`config.mk`:
```
export PLATFORM = sky130hd
export DESIGN_NAME = ash_unit
export DESIGN_NICKNAME = d
export VERILOG_FILES = /design/src/rtl/ash_pkg.sv /design/src/rtl/ash_cnt_sel.sv /design/src/rtl/ash_lane.sv /design/src/rtl/ash_unit.sv
export SDC_FILE = /design/constraint.sdc
export NUM_CORES = 1
export LEC_CHECK = 0
export BUFFER_PORTS_ARGS = -buffer_cell sky130_fd_sc_hd__buf_4
export CAP_MARGIN = 20
export CORE_MARGIN = 8
export CORE_UTILIZATION = 55
export CTS_CLUSTER_DIAMETER = 50
export DETAILED_ROUTE_END_ITERATION = 16
export PLACE_DENSITY = 0.78
export SLEW_MARGIN = 20
export SYNTH_ARGS = -nofsm -noshare
export SYNTH_HDL_FRONTEND = slang
export SYNTH_SLANG_ARGS = --single-unit
```
`constraint.sdc`:
```
create_clock -name clk -period 5.87 [get_ports clk]
set_input_delay 1.174 -clock clk [delete_from_list [all_inputs] [get_ports clk]]
set_output_delay 1.174 -clock clk [all_outputs]
set_load 0.01 [all_outputs]
```
`src/rtl/ash_pkg.sv`:
```
package ash_pkg;

    localparam int HALF_W = 16;
    localparam int FULL_W = 2 * HALF_W;
    localparam int CNT_W  = 5;
    localparam int NARROW_IMM_W = 4;
    localparam int NUM_LANES = 3;

    typedef enum logic [1:0] {
        SZ_BYTE  = 2'b00,
        SZ_WORD  = 2'b01,
        SZ_DWORD = 2'b10,
        SZ_DWALT = 2'b11
    } size_e;

    typedef struct packed {
        logic              valid;
        logic              hi_wr;
        logic [HALF_W-1:0] lo;
        logic [HALF_W-1:0] hi;
        logic              c;
        logic              z;
        logic              v;
        logic              n;
    } ash_state_t;

endpackage

```
`src/rtl/ash_cnt_sel.sv`:
```
module ash_cnt_sel #(
    parameter int CNT_W        = 5,
    parameter int NARROW_IMM_W = 4
) (
    input  logic             use_imm,
    input  logic             wide,
    input  logic [CNT_W-1:0] reg_cnt,
    input  logic [CNT_W-1:0] imm_cnt,
    output logic [CNT_W-1:0] cnt
);

    localparam logic [CNT_W-1:0] NARROW_MASK = CNT_W'((1 << NARROW_IMM_W) - 1);

    always_comb begin
        if (!use_imm) begin
            cnt = reg_cnt;
        end else if (wide) begin
            cnt = imm_cnt;
        end else begin
            cnt = imm_cnt & NARROW_MASK;
        end
    end

endmodule

```
`src/rtl/ash_lane.sv`:
```
module ash_lane #(
    parameter int W     = 8,
    parameter int CNT_W = 5
) (
    input  logic [W-1:0]     val,
    input  logic [CNT_W-1:0] cnt,
    input  logic             right,
    output logic [W-1:0]     res,
    output logic             c,
    output logic             v
);

    logic signed [W-1:0] sval;
    logic signed [W-1:0] round_trip;
    logic [W-1:0]        probe;
    int                  k;

    always_comb begin
        sval       = $signed(val);
        k          = int'(cnt);
        round_trip = '0;
        probe      = '0;
        res        = '0;
        c          = 1'b0;
        v          = 1'b0;
        if (right) begin
            // sign-filling right shift; large counts saturate to all sign
            res = W'(sval >>> cnt);
            if (k == 0) begin
                c = 1'b0;
            end else if (k > W) begin
                c = val[W-1];
            end else begin
                probe = val >> (k - 1);
                c     = probe[0];
            end
        end else begin
            res = (k >= W) ? '0 : (val << cnt);
            if (k == 0 || k > W) begin
                c = 1'b0;
            end else begin
                probe = val >> (W - k);
                c     = probe[0];
            end
            // overflow: the top k+1 bits are not all equal, or every bit
            // passed through the sign slot on the way to zero
            if (k >= W) begin
                v = |val;
            end else begin
                round_trip = (sval <<< cnt) >>> cnt;
                v          = (round_trip != sval);
            end
        end
    end

endmodule

```
`src/rtl/ash_unit.sv`:
```
module ash_unit
    import ash_pkg::*;
(
    input  logic        clk,
    input  logic        rst_n,
    input  logic        start,
    input  logic        shift_right,
    input  logic [1:0]  size,
    input  logic        use_imm,
    input  logic [15:0] cnt_reg,
    input  logic [4:0]  cnt_imm,
    input  logic [15:0] opd_lo,
    input  logic [15:0] opd_hi,
    output logic        out_valid,
    output logic [15:0] res_lo,
    output logic [15:0] res_hi,
    output logic        hi_wr,
    output logic        flag_c,
    output logic        flag_z,
    output logic        flag_v,
    output logic        flag_n
);

    logic [CNT_W-1:0]  cnt_eff;
    logic [FULL_W-1:0] opd_full;
    logic [FULL_W-1:0] lane_res [NUM_LANES];
    logic              lane_c   [NUM_LANES];
    logic              lane_v   [NUM_LANES];
    logic              lane_n   [NUM_LANES];
    logic              is_dword;

    ash_state_t st_d, st_q;

    assign opd_full = {opd_hi, opd_lo};
    assign is_dword = size[1];

    ash_cnt_sel #(
        .CNT_W        (CNT_W),
        .NARROW_IMM_W (NARROW_IMM_W)
    ) u_cnt (
        .use_imm (use_imm),
        .wide    (is_dword),
        .reg_cnt (cnt_reg[CNT_W-1:0]),
        .imm_cnt (cnt_imm),
        .cnt     (cnt_eff)
    );

    for (genvar g = 0; g < NUM_LANES; g++) begin : g_lane
        localparam int LW = 8 << g;
        logic [LW-1:0] r;
        logic          lc;
        logic          lv;

        ash_lane #(
            .W     (LW),
            .CNT_W (CNT_W)
        ) u_lane (
            .val   (opd_full[LW-1:0]),
            .cnt   (cnt_eff),
            .right (shift_right),
            .res   (r),
            .c     (lc),
            .v     (lv)
        );

        assign lane_res[g] = FULL_W'(r);
        assign lane_c[g]   = lc;
        assign lane_v[g]   = lv;
        assign lane_n[g]   = r[LW-1];
    end

    always_comb begin
        logic [FULL_W-1:0] r_sel;
        logic              c_sel;
        logic              v_sel;
        logic              n_sel;

        st_d       = st_q;
        st_d.valid = 1'b0;

        unique case (size_e'(size))
            SZ_BYTE: begin
                r_sel = lane_res[0];
                c_sel = lane_c[0];
                v_sel = lane_v[0];
                n_sel = lane_n[0];
            end
            SZ_WORD: begin
                r_sel = lane_res[1];
                c_sel = lane_c[1];
                v_sel = lane_v[1];
                n_sel = lane_n[1];
            end
            default: begin
                r_sel = lane_res[2];
                c_sel = lane_c[2];
                v_sel = lane_v[2];
                n_sel = lane_n[2];
            end
        endcase

        if (start) begin
            st_d.valid = 1'b1;
            st_d.hi_wr = is_dword;
            st_d.lo    = r_sel[HALF_W-1:0];
            st_d.hi    = r_sel[FULL_W-1:HALF_W];
            st_d.c     = c_sel;
            st_d.v     = v_sel;
            st_d.z     = (r_sel == '0);
            st_d.n     = n_sel;
        end
    end

    always_ff @(posedge clk) begin
        if (!rst_n) begin
            st_q <= '0;
        end else begin
            st_q <= st_d;
        end
    end

    assign out_valid = st_q.valid;
    assign res_lo    = st_q.lo;
    assign res_hi    = st_q.hi;
    assign hi_wr     = st_q.hi_wr;
    assign flag_c    = st_q.c;
    assign flag_z    = st_q.z;
    assign flag_v    = st_q.v;
    assign flag_n    = st_q.n;

endmodule

```
==> results.json <==
{
  "grt_overflow": 0,
  "cts_made_buffers": 5,
  "rsz0062_at_grt": "false",
  "postCtsSetupBuffers": 0,
  "p_per_area_nw_per_um2": 201,
  "antenna_found_initial": 1,
  "insertion_delay_ns": 0.29,
  "crit_path_max_incr_delay_ns": 0.58,
  "synth_cell_type_count": 87,
  "syn_area_sq_um": 9580,
  "htree_levels": 2,
  "synth_nets": 1413,
  "crit_type": "input pin to flip-flop",
  "min_path_type": "flip-flop to flip-flop",
  "grt_start_max_net_pins": 74,
  "tightest_slew_ns": 0.842,
  "r2r_slack_ns": 5.02,
  "slew_violations": 0,
  "die_w_microns": 148,
  "n_fill_cell": 1605,
  "fin_cells": 1597,
  "synth_top_area_share_pct": 11.7,
  "cts_sinks": 38,
  "cts_resized": 0,
  "yosys-top-cells-count": "nand2_1 (169), nor2_1 (130), mux2i_1 (112)",
  "async_flop_share_pct": 0,
  "drc": 0,
  "synth_ff_type": "dfxtp_1",
  "ant_nets": 0,
  "setup_viol": 0,
  "endpoint_kind": "flip-flop",
  "post-place-ws_ns": 0.222,
  "yosysWarnings": 0,
  "clockBufferDepth": 2,
  "num_vias": 12500,
  "cts.clk_slew.worst_paths_ns": 0.06,
  "ys_seq_area_share_pct": 7.94,
  "r2r_cells": 2,
  "crit_slowest_cell": "a211oi_1",
  "syn_avg_cell_area_sq_um": 7.09,
  "area_growth_pct": 11.2,
  "crit_fanout": 15,
  "hold_viol": 0,
  "netlist_instances": 1351,
  "yosysTopAreaCell": "mux2i_1",
  "worstReg2RegEnd": "flag_v",
  "clock_skew_ns": 0,
  "coreArea_sq_um": 17200,
  "io_buffers": 86,
  "finalCritPeriodShare_pct": 95.5,
  "fin_tns_setup_ns": 0,
  "grt_pass1_vias": 11500,
  "post_drt_wl_per_cell_microns": 29.2,
  "antenna_cells": 0,
  "ios": 98,
  "hpwlAfterDp_microns": 34100,
  "worstReg2RegStart": "flag_v",
  "startpoint": "use_imm",
  "die_area_sq_um": 21900,
  "drt_iter0_drc": 2659,
  "fin_area_sq_um": 10700,
  "status": "completed",
  "place_area_sq_um": 10500,
  "grt_pass1_wl_microns": 70400,
  "max_slew_margin_pct": 43.5,
  "peakVddDrop_mv": 0.161,
  "cp_cell_sequence": "buf_4 -> mux2_2 -> inv_2 -> buf_4 -> nand2_1 -> a31o_2 -> a211oi_1 -> nor4_4 -> a22oi_2 -> buf_4 -> a21oi_1 -> o41ai_2 -> o211ai_1 -> nor4_1 -> nand4_1 -> o41ai_1 -> buf_4 -> a21boi_1",
  "setup_ws_ns": 0.262,
  "drive_above_1_share_pct": 20.3,
  "gp_congestion": 1.15,
  "rows": 48,
  "cp.required_ns": 6.04,
  "synth_edf_count": 0,
  "p_leak_uw": 0.00420,
  "critPathCapture": "flag_v",
  "clock-root-buffer": "clkbuf_16",
  "cp_common_cell": "buf_4",
  "wl_microns": 46600,
  "cts_hold_buffers": 0,
  "post-route-min-period_ns": 5.61,
  "ys_ff_latch": 38,
  "nNetsFinal": 1433,
  "yosys-top-cells-area": "mux2i_1 (12%), mux4_2 (11%), dfxtp_1 (7.9%), nand2_1 (6.6%), nor2_1 (5.1%)",
  "cts_tree": "built",
  "start_kind": "input pin",
  "drv_cap": 0,
  "yosysMostFrequentCell": "nand2_1",
  "via_per_inst": 7.80,
  "drtPass1Iterations": 8,
  "place_inst": 1589,
  "critical_path_arrival_ns": 5.78,
  "grtUsageTotal_pct": 41.1,
  "start_util_pct": 55.8,
  "dieHeight_microns": 148,
  "timing.fmax_ghz": 0.178
}
## critical path, delay by kind of cell
| family | cells | cell delay, ns |
|---|---|---|
| AOI/OAI and AO/OA | 8 | 2.28 |
| buffers and inverters | 5 | 1.19 |
| muxes | 1 | 0.40 |
| and+or+nand+nor | 4 | 0.74 |
## registers in the layout, summed over array words and instances (netlist names)
name,cells
res_hi,16
flag_c,1
flag_v,1
flag_z,1
out_valid,1
hi_wr,1
res_lo,16
flag_n,1
## placed cells by master, fill, tap and decap left out, types with 8 or more instances in the layout
master and instances:
nor4_1 22, nor2b_1 25, dfxtp_1 38, o31ai_1 12, nand2_1 168, o32ai_1 9, buf_4 162, o221ai_1 12
mux4_2 46, inv_1 9, and3_1 18, and2_1 8, a31oi_1 19, a22oi_1 14, o22ai_1 35, mux2_2 25
nand4_1 17, o211a_1 8, nor3_1 42, a211oi_1 31, a21oi_1 93, mux2i_1 111, o211ai_1 20, o21ai_0 77
a221oi_1 8, xor2_1 10, nand3_1 44, nor2_1 130
## cell families (layout without fill, tap and decap cells)
family                   after synthesis  after routing  synth area share [%]
AND/OR/NAND/NOR                      508            508                  24.7
AO/OA/AOI/OAI                        432            432                  30.9
multiplexers                         189            189                  26.8
buffers and inverters                164            185                  7.71
flip-flops                            38             38                  7.94
XOR/XNOR                              18             18                  1.65
adder cells (fa/ha/maj)                2              2                 0.261
## power by group
part | internal [uW] | switching, uW
logic | 539 | 964
clock network | 244 | 113
registers | 276 | 9.35
total | 1060 | 1090
## per-layer routing
layer  wire, microns  GRT usage (%)  up-vias
li1                -              -     5234
met1           16400           51.0     5719
met2           19000           58.6     1187
met3            7790           16.9      322
met4            3430           23.6        2
met5              18          0.950        -
## worst min-delay path by stage
stage | startpoint | to | slack (ns) | cells after the start
3_5_place_dp | res_lo[0] | res_lo[0] | 0.47 | 1
5_1_grt | res_lo[3] | res_lo[3] | 0.50 | 1
3_3_place_gp | res_lo[3] | res_lo[3] | 0.46 | 1
6_report | res_lo[3] | res_lo[3] | 0.48 | 1
4_1_cts | res_lo[3] | res_lo[3] | 0.49 | 1
2_1_floorplan | res_hi[13] | res_hi[13] | 0.50 | 2
## per-stage QoR
stage	utilization (%)	hold slack (ns)	total power, uW
after floorplan	-	0.497	1240
after global placement	60.8	0.463	1680
after detailed placement	60.8	0.472	1700
after CTS	62.0	0.486	2060
after global routing	62.0	0.503	2220
final	62.0	0.483	2140
## layout make-up
class,count,area [sq um],share of cell area [%]
clock inverters,3,68.8,0.646
inverters,13,56.3,0.529
multi-input cells,1149,8100,76.1
clock buffers,5,125,1.17
well taps,225,282,2.64
flip-flops and latches,38,761,7.14
repair buffers,164,1260,11.8
No activity file was read; power rests on OpenSTA's default activity.
